[src/rtl/rf_pkg.sv]
package rf_pkg;
    parameter int DATA_W  = 32;
    parameter int ID_W    = 4;
    parameter int NUM_REG = 8;
    localparam logic [ID_W-1:0] NULL_ID = '1;
    typedef logic [DATA_W-1:0] word_t;
    typedef logic [ID_W-1:0]   rid_t;
    typedef struct packed {
        logic  en;
        rid_t  id;
        word_t data;
    } wr_req_t;
endpackage

[src/rtl/rf_wr_decode.sv]
module rf_wr_decode
    import rf_pkg::*;
#(
    parameter int NREG = NUM_REG
) (
    input  rid_t            id,
    output logic [NREG-1:0] sel
);
    always_comb begin
        sel = '0;
        for (int i = 0; i < NREG; i++) begin
            if (id == rid_t'(i)) sel[i] = 1'b1;
        end
    end
endmodule

[src/rtl/rf_rd_port.sv]
module rf_rd_port
    import rf_pkg::*;
#(
    parameter int NREG = NUM_REG
) (
    input  word_t regs [NREG],
    input  rid_t  id,
    output word_t data
);
    always_comb begin
        data = '0;
        for (int i = 0; i < NREG; i++) begin
            if (id == rid_t'(i)) data = regs[i];
        end
    end
endmodule

[src/rtl/dual_wr_regfile.sv]
module dual_wr_regfile
    import rf_pkg::*;
(
    input  logic        clk,
    input  logic        rst,
    input  logic [3:0]  rd_x_id,
    output logic [31:0] rd_x_data,
    input  logic [3:0]  rd_y_id,
    output logic [31:0] rd_y_data,
    input  logic [3:0]  wr_ex_id,
    input  logic [31:0] wr_ex_data,
    input  logic [3:0]  wr_mem_id,
    input  logic [31:0] wr_mem_data
);
    typedef struct packed {
        word_t [NUM_REG-1:0] r;
    } rf_state_t;

    rf_state_t st_d, st_q;
    logic [NUM_REG-1:0] ex_sel, mem_sel;
    word_t regs_view [NUM_REG];

    rf_wr_decode u_dec_ex  (.id(wr_ex_id),  .sel(ex_sel));
    rf_wr_decode u_dec_mem (.id(wr_mem_id), .sel(mem_sel));

    always_comb begin
        st_d = st_q;
        if (rst) begin
            st_d = '0;
        end else begin
            for (int i = 0; i < NUM_REG; i++) begin
                if (mem_sel[i])     st_d.r[i] = wr_mem_data;
                else if (ex_sel[i]) st_d.r[i] = wr_ex_data;
            end
        end
    end

    always_ff @(posedge clk) st_q <= st_d;

    for (genvar g = 0; g < NUM_REG; g++) begin : g_view
        assign regs_view[g] = st_q.r[g];
    end

    rf_rd_port u_rd_x (.regs(regs_view), .id(rd_x_id), .data(rd_x_data));
    rf_rd_port u_rd_y (.regs(regs_view), .id(rd_y_id), .data(rd_y_data));

    p_reset_clear_r1: assert property (@(posedge clk)
        rst |=> (st_q == '0));
    p_ex_write_r2: assert property (@(posedge clk) disable iff (rst)
        (wr_ex_id < 4'd8 && wr_ex_id != wr_mem_id)
            |=> (st_q.r[$past(wr_ex_id[2:0])] == $past(wr_ex_data)));
    p_mem_write_r3: assert property (@(posedge clk) disable iff (rst)
        (wr_mem_id < 4'd8) |=> (st_q.r[$past(wr_mem_id[2:0])] == $past(wr_mem_data)));
    p_null_read_x_r7: assert property (@(posedge clk)
        (rd_x_id >= 4'd8) |-> (rd_x_data == '0));
    p_null_read_y_r7: assert property (@(posedge clk)
        (rd_y_id >= 4'd8) |-> (rd_y_data == '0));
    p_idle_stable_r6: assert property (@(posedge clk) disable iff (rst)
        (wr_ex_id >= 4'd8 && wr_mem_id >= 4'd8) |=> $stable(st_q));
endmodule

[config.mk]
export PLATFORM = sky130hd
export DESIGN_NAME = dual_wr_regfile
export DESIGN_NICKNAME = d
export VERILOG_FILES = /design/src/rtl/rf_pkg.sv /design/src/rtl/rf_wr_decode.sv /design/src/rtl/rf_rd_port.sv /design/src/rtl/dual_wr_regfile.sv
export SDC_FILE = /design/constraint.sdc
export NUM_CORES = 1
export LEC_CHECK = 0
export CAP_MARGIN = 20
export CELL_PAD_IN_SITES_DETAIL_PLACEMENT = 1
export CELL_PAD_IN_SITES_GLOBAL_PLACEMENT = 1
export CORE_MARGIN = 1
export CORE_UTILIZATION = 43
export DETAILED_ROUTE_END_ITERATION = 12
export MAX_ROUTING_LAYER = met4
export PLACE_DENSITY_LB_ADDON = 0.1
export SKIP_LAST_GASP = 1
export SLEW_MARGIN = 20
export SYNTH_ARGS = -nofsm -noshare
export SYNTH_HDL_FRONTEND = slang
export SYNTH_HIERARCHICAL = 1
export SYNTH_SLANG_ARGS = --single-unit
[constraint.sdc]
create_clock -name clk -period 4.1 [get_ports clk]
set_input_delay 0.82 -clock clk [delete_from_list [all_inputs] [get_ports clk]]
set_output_delay 0.82 -clock clk [all_outputs]
set_load 0.01 [all_outputs]
# [After elaboration in Yosys (flattened, before gate mapping)]
# Cells that the tools add are included.
[word_totals] regBits=256 in_bits=82 output_inout_bits=64
[op_classes] eq_ne=28 mux=48 reduce_logical=12
[ops] cell="$mux W32" n=32
[ops] cell="$eq A4 B3 Y1 const B" n=16
[ops] cell="$eq A4 B2 Y1 const B" n=8
[ops] cell="$eq A4 B1 Y1 const B" n=4
[ops] cell="$logic_not A4 Y1" n=4
[ops] cell="$mux W1" n=16
[ops] cell="$reduce_bool A2 Y1" n=8

# [Depth between registers and ports, before layout]
# Gate-level depths: netlist of the first run.
[depth] depth_word=9 ltp_mapped=8

# [Cells and area by module]
# The synthesis of the first run kept the hierarchy.
[by_module_without_submodules] mod="dual_wr_regfile" n_inst=1 cells_per_inst=1172 area_per_inst_um2=12469.5 seq_area_each_um2=5124.9
[by_module_without_submodules] mod="rf_rd_port" n_inst=2 cells_per_inst=265 area_per_inst_um2=2408.6 seq_area_each_um2=0.0
[by_module_without_submodules] mod="rf_wr_decode" n_inst=2 cells_per_inst=8 area_per_inst_um2=80.1 seq_area_each_um2=0.0

# [Worst setup path before layout of the first run]
# OpenSTA, ideal clock, no wires.
[synth_path] path_kind="input to output" startpoint="input rd_x_id[0]" endpoint="output rd_x_data[27]" arrival_time_ns=1.953 path_slack_ns=1.327 cell_stages=6 n_path_buf=4 cell_sequence="buf_6 > buf_12 > buf_6 > buf_2 > a22o_1 > a221oi_1"
[synth_via] elab_chain_cells=9
[synth_lines] element="start, declared" line_no="dual_wr_regfile.sv:6" text="input logic [3:0] rd_x_id,"
[synth_lines] element="$logic_not A4 Y1" line_no="rf_rd_port.sv:13" text="if (id == rid_t'(i)) data = regs[i];"
[synth_lines] element="$mux W32 (7 in a row)" line_no="rf_rd_port.sv:13"
[synth_lines] element="$mux W32 *" line_no="rf_rd_port.sv:13"
[synth_lines] element="end, declared" line_no="dual_wr_regfile.sv:7" text="output logic [31:0] rd_x_data,"
# Mark *: on every way between the ends. The rest lies on a longest branch, timed or not.

# [Worst setup path after layout of the first run]
[layout_path] startpoint="input rd_x_id[1]" endpoint="output rd_x_data[25]"
# Same word-level chain as after synthesis.

==> out/summary.md, run 1 <==
The floorplan die width came out at 203 um. The placed instances occupy a cell area of 18,600 um^2. The count of buffers from port buffering was 145. The worst clock skew on the final layout is 0 ps, and the net total in the final layout is 1,840.

The kind of critical path was input pin to primary output. Summed over all nets, the switching power comes to 0.00195 W. The headroom to the max-slew limit came out at 0.322. For the fill cell instance count of the final layout, the log shows 4,344. TritonCTS built the clock tree. The total met2 wirelength after detailed routing was 31,500 um; the fraction of power consumed by the clock network was 0.437.

For the pin with the worst max-slew slack, the measured transition is 1020 ps. Pin placement for this block handled 146 I/O pins. The overall routing resource usage was 0.332. The fraction of final layout cells sized beyond drive strength 1 is 0.138, and the total count of hold-check failures in the final report is 0. Power comes to 0.00689 W. The cell area power density is 350 nW/um^2, and the buffers inserted during post-CTS setup optimization is 0. The logs give 3 for the number of buffers between clock root and the deepest sink and 520 ps for the source-to-sink clock delay at the later pin of the worst-skew pair. The initialized floorplan defines 73 standard-cell rows.

The share of Yosys cell area claimed by the top area cell type was 0.294. The run gives 2 as the deepest level of the CTS H-tree. The number of nets produced by synthesis came out at 1,800.

The length of routed wiring on met1 is 30,200 um, and the largest fanout on the critical path is 12. The tool flagged a number of max-cap violations equal to 0. Sorting the synthesized cells by area gives the leading types as dfxtp_1 29%, mux2i_1 16%, a211oi_1 13%. The worst endpoint data arrival time was 3200 ps; the wire length per cell was 28.9 um. The synthesized netlist cell count came out at 1,718. The part of the cycle the worst path needs was 0.980. In this run the static leakage power is 6.53 nW. The first-pass GRT wire length is 101,000 um.

The floorplan step defined a die boundary enclosing 41,400 um^2. The worst min-delay path class was register to register. The register with the most flip-flops in the layout has 256 of them. The smallest clock period supported by the final layout is computed as 4020 ps.

In this run the top signal layer used is met4. Dividing the synthesized area by the synthesized cell count gives 10.2 um^2. For the number of buffers added by the clock tree synthesis step, the log shows 34. The number of gates resized after CTS is 0.

The number of global-route vias before repair was 15,600. Routability-driven placement finished with a final weighted congestion of 0.828. The fraction of power spent switching nets is 0.282, and the number of design rule violations left after detail routing is 0.

The proportion of synthesized chip area in sequential cells was 0.294; the number of flip-flops and latches in the synthesized netlist was 256. STA classifies the critical path endpoint as a primary output. Using the TritonRoute via totals, the vias-per-cell ratio works out to 6.41. The biggest area contributor in the post-synthesis netlist is dfxtp_1. After routing the design area is 19,700 um^2. Cell internal power was estimated by the tool at 0.00495 W. Detailed routing placed a total of 3140 um of wire on met3. The run gives 0.169 as the fraction of power consumed by combinational cells. The hold buffer count at cts was 0; the DRC violation total after the first TritonRoute iteration was 1,007.

On the final layout, the worst hold slack is 570 ps. The multi-input combinational cells in the finished layout cover a total of 10,600 um^2. The total number of yosys warnings is 6. The HPWL after detailed placement is 38,100 um.

The cell area that synthesis handed to floorplanning was 17,400 um^2. The logs give 249 MHz for the maximum clock frequency and 0.394 for the sequential group share of total power. After synthesis, the netlist uses 40 different library cells. In this run the remaining antenna-violating nets after routing total 0. Area inside the core boundary: 39,900 um^2. Relative to the synthesized area, the layout overhead comes to 12.9%. The data required time at the worst endpoint was 3280 ps. The flow ran to the end, and the final reports show no timing, DRC or antenna violations. Setup repair after global routing left no endpoint under its margin. Entering global routing, the biggest net connects 93 pins. The effective utilization at floorplan was 0.437. The run gives 66,700 um as the final wirelength.

The tools report the master cell of the clock root buffer as clkbuf_16. The number of pins with negative max-slew slack in the final report is 0, and the clock sink count is 256. The routed layout has 14,800 vias. In the final timing run, aggregate negative setup slack is 0 ps.

From bottom edge to top edge, the die measures 203 um. The run gives 1 as the number of antenna violations at the first check in global routing. Summing all flip-flop and latch instances after layout gives 5120 um^2. STA classifies the critical path startpoint as an input pin. The worst supply voltage drop on vdd was 0.000290 V; the clock input transition at the sequential cells of the worst setup and hold paths was 60 ps.

After global routing the overflow that remains totals 0. The pre-antenna-repair detailed-routing pass consisted of 5 iterations. Setup violations remaining at the end of the flow were counted as 0.
[layout make-up]
type	instances	share of cell area
Multi-Input combinational cell	1232	0.536
Sequential cell	256	0.260
Timing Repair Buffer	214	0.110
Clock buffer	52	0.0529
Tap cell	525	0.0334
Inverter	20	0.00381
Clock inverter	8	0.00343
Antenna cell	1	0.000127
[final timing paths]
path	cells after the start	startpoint	endpoint	slack [ps]
min	2	regs_view[219]$_SDFFE_PP0P_	regs_view[219]$_SDFFE_PP0P_	570
max reg2reg	2	regs_view[59]$_SDFFE_PP0P_	regs_view[59]$_SDFFE_PP0P_	3240
max	7	rd_x_id[1]	rd_x_data[25]	80
min reg2reg	2	regs_view[219]$_SDFFE_PP0P_	regs_view[219]$_SDFFE_PP0P_	570
[critical path: stages]
cell	delay, ps
buf_4	180
nor2b_2	820
buf_4	300
a22oi_1	100
a211oi_1	310
a21o_1	120
clkdlybuf4s50_1	540
[cell families after synthesis]
family          Yosys count  synth area share
compound gates          462             0.203
simple gates            388             0.135
buf+inv                 230             0.105
flops                   256             0.294
mux                     382             0.263
[Yosys cell counts]
master	instances
a22oi_1	42
buf_6	52
a22o_1	4
buf_8	2
o22ai_1	4
buf_12	28
o2bb2ai_1	8
nand3b_1	2
nand2_1	8
nor4_1	2
a211oi_1	306
o21ai_0	4
nor3_1	4
mux4_2	58
nor4b_4	2
nand3_1	8
nor2b_1	278
mux2_2	38
inv_1	20
and4bb_1	4
o32ai_1	4
dfxtp_1	256
o211ai_1	4
a32oi_1	4
nor2_1	54
a221oi_1	20
and4b_1	2
buf_4	10
a211o_1	4
and4bb_2	2
nor4b_1	6
clkbuf_1	68
nand2b_1	14
a21o_1	50
a2111oi_2	4
mux2i_1	286
buf_1	6
and2b_1	2
buf_2	44
a311oi_1	4
[per-stage QoR]
stage,std cells,util,worst slack [ps]
floorplan,1718,-,1330
global placement,2247,0.466,200
detailed placement,2247,0.466,163
CTS,2307,0.493,154
global route,2308,0.493,29.3
finish,2308,0.493,81.8
[per-layer routing]
metal / up-vias / track usage
met5: - / -
met4: 0 / 0.101
met3: 132 / 0.0326
met2: 482 / 0.538
met1: 7629 / 0.436
li1: 6562 / -
[power by group through the flow]
stage	registers, W	logic [W]	clock network, W
2_1_floorplan	0.00273	0.000763	0
3_3_place_gp	0.00276	0.00113	0
3_5_place_dp	0.00276	0.00115	0
4_1_cts	0.00271	0.00116	0.00305
5_1_grt	0.00273	0.00123	0.00315
6_report	0.00272	0.00117	0.00301
[cells in the final DEF, fill, tap and decap left out, drive strengths merged]
cell,count
a211oi,306
mux2i,286
nor2b,278
dfxtp,256
clkdlybuf4s50,136
buf,77
mux4,58
nor2,54
clkbuf,53
a21o,50
a22oi,42
mux2,38
inv,20
a221oi,20
nand2b,14
o2bb2ai,8
nand2,8
nand3,8
nor4b,8
clkinv,6
and4bb,6
o21ai,4
a311oi,4
a211o,4
nor3,4
a22o,4
a32oi,4
o32ai,4
a2111oi,4
o22ai,4
o211ai,4
nor4,2
and2b,2
nand3b,2
and4b,2
diode,1
clkinvlp,1
bufinv,1
Note: power is estimated with default switching activity, not from simulation.
==> run 2, diff against run 1 <==
ABC_AREA = 1   (was not set)
CTS_CLUSTER_DIAMETER = 100   (was not set)
==> run 2 against run 1 <==
Against the previous run: count of clock-buffer cells in the layout fell by 7; sequential power rose by 2%; combinational power barely moved; clock skew did not move; cell count rose by 50%; non-clock buffer count fell by 9; design area fell by 0.57%.
==> out/summary.md, run 2 <==
The tools report the critical path capture point type as a primary output (unchanged). The master cell of the clock root buffer was clkbuf_16 (unchanged). The logs give 0 (unchanged) for the total count of hold-check failures in the final report and 256 (unchanged) for the clock sink count. The shortest clock period the worst path allows after layout was 4030 ps (was 4020 ps); the proportion of synthesized chip area in sequential cells was 0.306 (was 0.294). Chain of cells forming the critical path: clkdlybuf4s50_1 -> nand2_1 -> inv_1 -> buf_12 -> nand3_1 -> nand4_1 -> nor2_1 -> nand4_1 -> clkdlybuf4s50_1 (was buf_4 -> nor2b_2 -> buf_4 -> a22oi_1 -> a211oi_1 -> a21o_1 -> clkdlybuf4s50_1). The sum of net half-perimeters after detailed placement came out at 46,200 um (was 38,100 um). The wire length per cell was 21.4 um (was 28.9 um); the number of design rule violations left after detail routing was 0 (unchanged). The fraction of final layout cells sized beyond drive strength 1 came out at 0.0498 (was 0.138). The run gives 0 (unchanged) as the hold buffer count at cts. For the final setup TNS, the log shows 0 ps (unchanged). The startpoint of the tightest hold check path is regs_view[91]$_SDFFE_PP0P_ (was regs_view[219]$_SDFFE_PP0P_).

The number of antenna violations at the first check in global routing was 0 (was 1). Dominant cell type by area after synthesis: dfxtp_1 (unchanged). The pre-CTS worst setup slack was 133 ps (was 163 ps). The run gives 0.379 (was 0.332) as the overall routing resource usage. The logs give 0.441 (was 0.437) for the effective utilization at floorplan and 6 (unchanged) for the total number of yosys warnings.

The run gives 0.444 (was 0.436) as the met1 demand-to-capacity share in global routing. The logs give 0.856 (was 0.828) for the final weighted congestion in routability-driven placement and 3,012 (was 1,840) for the net total in the final layout. The source-to-sink clock delay at the later pin of the worst-skew pair is 570 ps (was 520 ps). Deepest level of the CTS H-tree: 1 (was 2). The tools report the capture endpoint of the worst hold path as regs_view[91]$_SDFFE_PP0P_ (was regs_view[219]$_SDFFE_PP0P_).

The DRC violation total after the first TritonRoute iteration came out at 1,489 (was 1,007). Reg-to-reg endpoint: regs_view[190]$_SDFFE_PP0P_ (was regs_view[59]$_SDFFE_PP0P_). For the count of different cell masters after synthesis, the log shows 18 (was 40). The synthesized netlist cell count was 2,928 (was 1,718). The area inside the core boundary was 38,000 um^2 (was 39,900 um^2).

The tools report the number of I/O pins as 146 (unchanged). The tools report the worst clock skew on the final layout as 0 ps (unchanged). The cell area power density came out at 343 nW/um^2 (was 350 nW/um^2). Startpoint class of the critical path: an input pin (unchanged). The maximum clock frequency was 248 MHz (was 249 MHz). The cell family with the largest share of critical-path delay is buffers and inverters (unchanged). The count of buffers from port buffering was 145 (unchanged); the number of cells on the worst reg-to-reg path was 4 (was 2). The commonest non-fill, non-tap cell in the layout is nand2_1 (was a211oi_1).

The run gives 3,010 (was 1,800) as the number of nets produced by synthesis. The transition time at the pin with the least slew margin was 1040 ps (was 1020 ps). The via density per instance is 5.92 (was 6.41). The run gives 0.651 (was 0.538) as the met2 usage. Final wirelength: 74,000 um (was 66,700 um). The mean instance size in the synthesized netlist works out to 5.73 um^2 (was 10.2 um^2).

The number of flip-flops and latches in the synthesized netlist came out at 256 (unchanged). The headroom to the max-slew limit was 0.303 (was 0.322); the number of global-route vias before repair was 21,000 (was 15,600). The kind of critical path is input pin to primary output (unchanged). The fraction of registers with async set/reset was 0 (unchanged); the count of flip-flops with a built-in enable after synthesis was 0 (unchanged). The overall die area was 39,800 um^2 (was 41,400 um^2).

The clock input transition at the sequential cells of the worst setup and hold paths came out at 60 ps (about the same). The run gives 3 (unchanged) as the number of buffers between clock root and the deepest sink. The final hold slack is 540 ps (was 570 ps).

The total number of vias is 20,500 (was 14,800). The data required time at the worst endpoint was 3280 ps (about the same). The largest fanout on the critical path works out to 30 (was 12). The first-pass GRT wire length was 115,000 um (was 101,000 um).

The overall die height came out at 200 um (was 203 um). The number of pins with negative max-slew slack in the final report is 0 (unchanged), and the share of Yosys cell area claimed by the top area cell type is 0.306 (was 0.294). The total congestion overflow after global routing was 0 (unchanged).

The worst min-delay path class is register to register (unchanged). The worst path buffer plus inverter count was 4 (was 3). The post-synthesis instance area was 16,800 um^2 (was 17,400 um^2). The critical path's slowest cell is clkdlybuf4s50_1 (was nor2b_2). Worst supply voltage drop on vdd: 0.000368 V (was 0.000290 V). The cell with the most instances after synthesis is nand2_1 (was a211oi_1).

The max-capacitance violation count was 0 (unchanged); the total power consumption of the routed design was 0.00671 W (was 0.00689 W). The part of the cycle the worst path needs works out to 0.982 (was 0.980). The slack of the worst reg-to-reg path is 3320 ps (was 3240 ps), and the remaining number of nets flagged by the antenna check after routing is 0 (unchanged). Pin count of the biggest net entering global routing: 103 (was 93). The buffers inserted during post-CTS setup optimization is 0 (unchanged). Top cells by instance count after synthesis: 734 x nand2_1, 422 x nor2_1, 378 x inv_1 (was 306 x a211oi_1, 286 x mux2i_1, 278 x nor2b_1). Largest cells by area after synthesis: dfxtp_1 31%, nand2_1 16%, nor2_1 9.4% (was dfxtp_1 29%, mux2i_1 16%, a211oi_1 13%).

The final count of negative-setup-slack endpoints came out at 0 (unchanged). The count of inserted antenna diode cells came out at 0 (was 1). The fill cell instance count of the final layout is 5,346 (was 4,344), and the critical path depth is 9 (was 7). The met3 track demand over resource came out at 0.0441 (was 0.0326).

The most used flip-flop cell after synthesis was dfxtp_1 (unchanged). Number of buffers added by the clock tree synthesis step: 31 (was 34). The worst endpoint data arrival time was 3210 ps (was 3200 ps).

TritonCTS built the clock tree. Setup repair after global routing left no endpoint under its margin. Reg-to-reg startpoint: regs_view[190]$_SDFFE_PP0P_ (was regs_view[59]$_SDFFE_PP0P_). The area overhead of the layout relative to synthesis was 16.7% (was 12.9%); the number of cells traversed by the worst hold path was 4 (was 2). Busiest layer in global routing: met2 (unchanged). The static leakage power came out at 8.98 nW (was 6.53 nW). For the worst path setup slack after routing, the log shows 72.3 ps (was 81.8 ps). Commonest cells after routing, fill and taps aside: 734 x nand2_1, 403 x nor2_1, 375 x inv_1 (was 306 x a211oi_1, 286 x mux2i_1, 276 x nor2b_1, 256 x dfxtp_1, 136 x clkdlybuf4s50_1). The tools report the standard-cell row count as 71 (was 73). The number of gates resized after CTS came out at 0 (unchanged).

The total iterations of the first detailed-routing run was 5 (unchanged); the flip-flop count of the largest register, all copies and words added was 256 (unchanged). The floorplan die width is 200 um (was 203 um). The flow ran to the end, and the final reports show no timing, DRC or antenna violations.

Largest incremental delay on the critical path: 680 ps (was 820 ps).
[run 2: cell types whose count changed after synthesis, sizes merged, moves of 278 or more]
cell    before  now
mux2i      286    0
a211oi     306    0
inv         20  383
nand2        8  735
nor2        54  429
nor2b      278    0
[run 2: worst max path at each step]
stage               slack [ps]  startpoint            end
detailed placement         130  rd_y_id[2]  rd_y_data[20]
global placement           230  rd_x_id[2]  rd_x_data[13]
global route                 4  rd_y_id[2]  rd_y_data[20]
finish                      70  rd_y_id[0]  rd_y_data[17]
floorplan                 1560  rd_x_id[2]  rd_x_data[10]
CTS                        120  rd_x_id[2]  rd_x_data[13]
[run 2: cells by family after synthesis]
kind of cell | synth area share
and+or+nand+nor | 0.461
buffers and inverters | 0.155
AOI/OAI and AO/OA | 0.0782
DFF | 0.306
[run 2: metal layers]
layer  part of all wire  up-vias
met5                  0        -
met4              0.041        0
met3              0.062      254
met2               0.49      858
met1               0.41    10100
li1                   -     9266
[run 2: where the power goes]
group	leakage [nW]	internal (W)	total (W)	switching (W)
Combinational	6.39	0.000396	0.00118	0.000787
Clock	0.493	0.00158	0.00276	0.00117
Sequential	2.10	0.00264	0.00277	0.000130
[run 2: area by class of cell]
cell class | count | area, um^2 | area share
inverter | 383 | 1440 | 0.0734
clock buffer | 45 | 908 | 0.0464
multi-input combinational | 2053 | 9170 | 0.468
clock inverter | 10 | 81.3 | 0.00415
timing repair buffer | 205 | 2230 | 0.114
tap | 511 | 639 | 0.0326
sequential | 256 | 5120 | 0.262
[run 2: worst register-to-register path, cell delays in order, from the launching register on]
cell	delay (ps)
dfxtp_1	360
inv_1	90
nand2_1	70
nand2_1	80
nor2_1	110
[run 2: stage by stage]
| stage | instances | cell area (um^2) | utilization |
|---|---|---|---|
| floorplan | 2928 | 16800 | - |
| detailed placement | 3408 | 18600 | 0.489 |
| global route | 3463 | 19600 | 0.515 |
| finish | 3463 | 19600 | 0.515 |
| global placement | 3408 | 18600 | 0.489 |
| CTS | 3463 | 19600 | 0.515 |
==> run 3, diff against run 2 <==
TNS_END_PERCENT = 50   (was not set)
==> run 3 against run 2 <==
Against the previous run: design area is essentially flat; via count decreased by 0.39%; die area unchanged; critical path depth stayed put; highest routed layer unchanged.
==> out/summary.md, run 3 (synthesized netlist as in run 2, its figures left out) <==
The area inside the core boundary came out at 38,000 um^2 (unchanged). Standard-cell row count: 71 (unchanged). The final count of negative-setup-slack endpoints was 0 (unchanged); the internal cell power was 0.00462 W (about the same). The tools report the startpoint class of the critical path as an input pin (unchanged). For the worst endpoint data arrival time, the log shows 3220 ps (was 3210 ps). The fraction of final layout cells sized beyond drive strength 1 works out to 0.0498 (unchanged).

The run finished with clean final reports. Master cell of the clock root buffer: clkbuf_16 (unchanged). The run gives 0.308 (was 0.303) as the headroom to the max-slew limit.

The final instance area is 19,600 um^2 (about the same), and the clock input transition at the sequential cells of the worst setup and hold paths is 60 ps (about the same). The tools report the number of global-route vias before repair as 21,000 (unchanged). The worst supply voltage drop on vdd came out at 0.000369 V (was 0.000368 V). The DRC violation total after the first TritonRoute iteration came out at 1,478 (was 1,489). The capture endpoint of the worst hold path is regs_view[91]$_SDFFE_PP0P_ (unchanged). Setup repair after global routing could not meet its margin everywhere. The placed cell count was 3,408 (unchanged); the floorplan die width was 200 um (unchanged). The area overhead of the layout relative to synthesis is 16.7% (about the same). The largest fanout on the critical path is 30 (unchanged), and the instance area at placement is 18,600 um^2 (unchanged).

The logs give 146 (unchanged) for the number of I/O pins and 0 (unchanged) for the count of inserted antenna diode cells. The tools report the final instance count without filler cells as 3,463 (unchanged). Transition time at the pin with the least slew margin: 1040 ps (about the same). The logs give 74,000 um (about the same) for the final wirelength and 20,400 (was 20,500) for the total number of vias. The final weighted congestion in routability-driven placement came out at 0.856 (unchanged). The number of antenna violations at the first check in global routing is 0 (unchanged).

The area used by multi-input combinational logic was 9170 um^2 (unchanged); the number of buffers between clock root and the deepest sink was 3 (unchanged). The commonest non-fill, non-tap cell in the layout is nand2_1 (unchanged). For the worst path setup slack after routing, the log shows 61.0 ps (was 72.3 ps). The overall routing resource usage is 0.379 (unchanged), and the total iterations of the first detailed-routing run is 5 (unchanged).

The slack of the worst reg-to-reg path came out at 3340 ps (was 3320 ps). The tools report the reg-to-reg startpoint as regs_view[132]$_SDFFE_PP0P_ (was regs_view[190]$_SDFFE_PP0P_). The reg-to-reg endpoint is regs_view[132]$_SDFFE_PP0P_ (was regs_view[190]$_SDFFE_PP0P_).

The tools report the effective utilization at floorplan as 0.441 (unchanged). The total congestion overflow after global routing was 0 (unchanged). Pre-CTS worst setup slack: 133 ps (unchanged). The run gives 3280 ps (about the same) as the data required time at the worst endpoint. The final setup TNS is 0 ps (unchanged), and the via density per instance is 5.90 (was 5.92). The count of buffers from port buffering is 145 (unchanged). The sequential group share of total power was 0.413 (about the same); the overall die area was 39,800 um^2 (unchanged). The tools report the total count of hold-check failures in the final report as 0 (unchanged). The cell area power density works out to 343 nW/um^2 (about the same).

The flip-flop count of the largest register, all copies and words added was 256 (unchanged). The tools report the critical path capture point type as a primary output (unchanged). The kind of critical path is input pin to primary output (unchanged). The net total in the final layout was 3,012 (unchanged). The tools report the startpoint of the tightest hold check path as regs_view[91]$_SDFFE_PP0P_ (unchanged). For the total power consumption of the routed design, the log shows 0.00671 W (about the same). The source-to-sink clock delay at the later pin of the worst-skew pair is 570 ps (about the same), and the number of buffers added by the clock tree synthesis step is 31 (unchanged). The logs give 1 (unchanged) for the deepest level of the CTS H-tree and 115,000 um (unchanged) for the first-pass GRT wire length. The logs give 0.411 (about the same) for the fraction of power consumed by the clock network and 0 ps (unchanged) for the worst clock skew on the final layout. TritonCTS built the clock tree. The sum of net half-perimeters after detailed placement was 46,200 um (unchanged); the number of pins with negative max-slew slack in the final report was 0 (unchanged). The run gives 256 (unchanged) as the clock sink count. The part of the cycle the worst path needs came out at 0.985 (was 0.982). The overall die height was 200 um (unchanged).

The number of cells on the worst reg-to-reg path came out at 4 (unchanged). Static leakage power: 8.97 nW (was 8.98 nW). The remaining number of nets flagged by the antenna check after routing was 0 (unchanged).

The wire length per cell was 21.4 um (about the same). For the fraction of power consumed by combinational cells, the log shows 0.176 (about the same). The logs give 0 (unchanged) for the max-capacitance violation count and 0 (unchanged) for the number of design rule violations left after detail routing. The pin count of the biggest net entering global routing is 103 (unchanged). Commonest cells after routing, fill and taps aside: 734 x nand2_1, 403 x nor2_1, 375 x inv_1 (unchanged). The number of cells traversed by the worst hold path is 4 (unchanged).

The shortest clock period the worst path allows after layout was 4040 ps (was 4030 ps); the maximum clock frequency was 248 MHz (about the same). The run gives 5,346 (unchanged) as the fill cell instance count of the final layout. The total area of sequential cells was 5120 um^2 (unchanged); the switching component of the power was 0.00209 W (about the same). The fraction of power spent switching nets came out at 0.311 (about the same).

Worst min-delay path class: register to register (unchanged).
==> run 3: cell count changes in the layout (fill, tap and decap cells not counted), sizes merged <==
cell / change
clkdlybuf4s50: +1
dlymetal6s2s: -1
==> run 3: worst max-delay path by stage <==
stage                    endpoint  cells after the start       start  slack [ps]
CTS                 rd_x_data[13]                      9  rd_x_id[2]         120
finish              rd_y_data[17]                      9  rd_y_id[0]          60
global placement    rd_x_data[13]                      9  rd_x_id[2]         230
detailed placement  rd_y_data[20]                      9  rd_y_id[2]         130
global route        rd_x_data[28]                      9  rd_x_id[0]          -7
floorplan           rd_x_data[10]                      7  rd_x_id[2]        1560
==> run 3: critical path, stage by stage <==
cell and delay, ps:
clkdlybuf4s50_1 690, nand2_1 210, inv_1 150, buf_12 260
nand3_1 170, nand4_1 190, nor2_1 90, nand4_1 80
clkdlybuf4s50_1 540
==> run 3: repair_timing <==
action,4_1_cts,5_1_grt
setup endpoints to repair,0,7
hold endpoints to repair,0,0
gates resized for setup,0,2
setup buffers,0,0
hold buffers,0,0
==> run 3: through the flow <==
step | utilization | hold WS [ps]
2_1_floorplan | - | 509
3_3_place_gp | 0.489 | 520
3_5_place_dp | 0.489 | 534
4_1_cts | 0.515 | 544
5_1_grt | 0.515 | 571
6_report | 0.515 | 541
==> run 3: layout make-up <==
cell class / count / share of cell area
Multi-Input combinational cell: 2053 / 0.468
Sequential cell: 256 / 0.262
Timing Repair Buffer: 205 / 0.114
Inverter: 383 / 0.0734
Clock buffer: 45 / 0.0464
Tap cell: 511 / 0.0327
Clock inverter: 10 / 0.00415
==> run 3: power by group through the flow <==
stage	combinational [W]	clock, W	sequential [W]
4_1_cts	0.00116	0.00278	0.00277
3_3_place_gp	0.00109	0	0.00281
2_1_floorplan	0.000699	0	0.00278
5_1_grt	0.00128	0.00287	0.00279
3_5_place_dp	0.00115	0	0.00282
6_report	0.00118	0.00276	0.00277
==> run 3: per-layer routing <==
metal  routed length [um]  global-route usage  vias up
li1                     -                   -     9267
met5                    0                   -        -
met4                 3250               0.170        0
met2                35800               0.651      872
met1                30200               0.444    10000
met3                 4790              0.0441      271
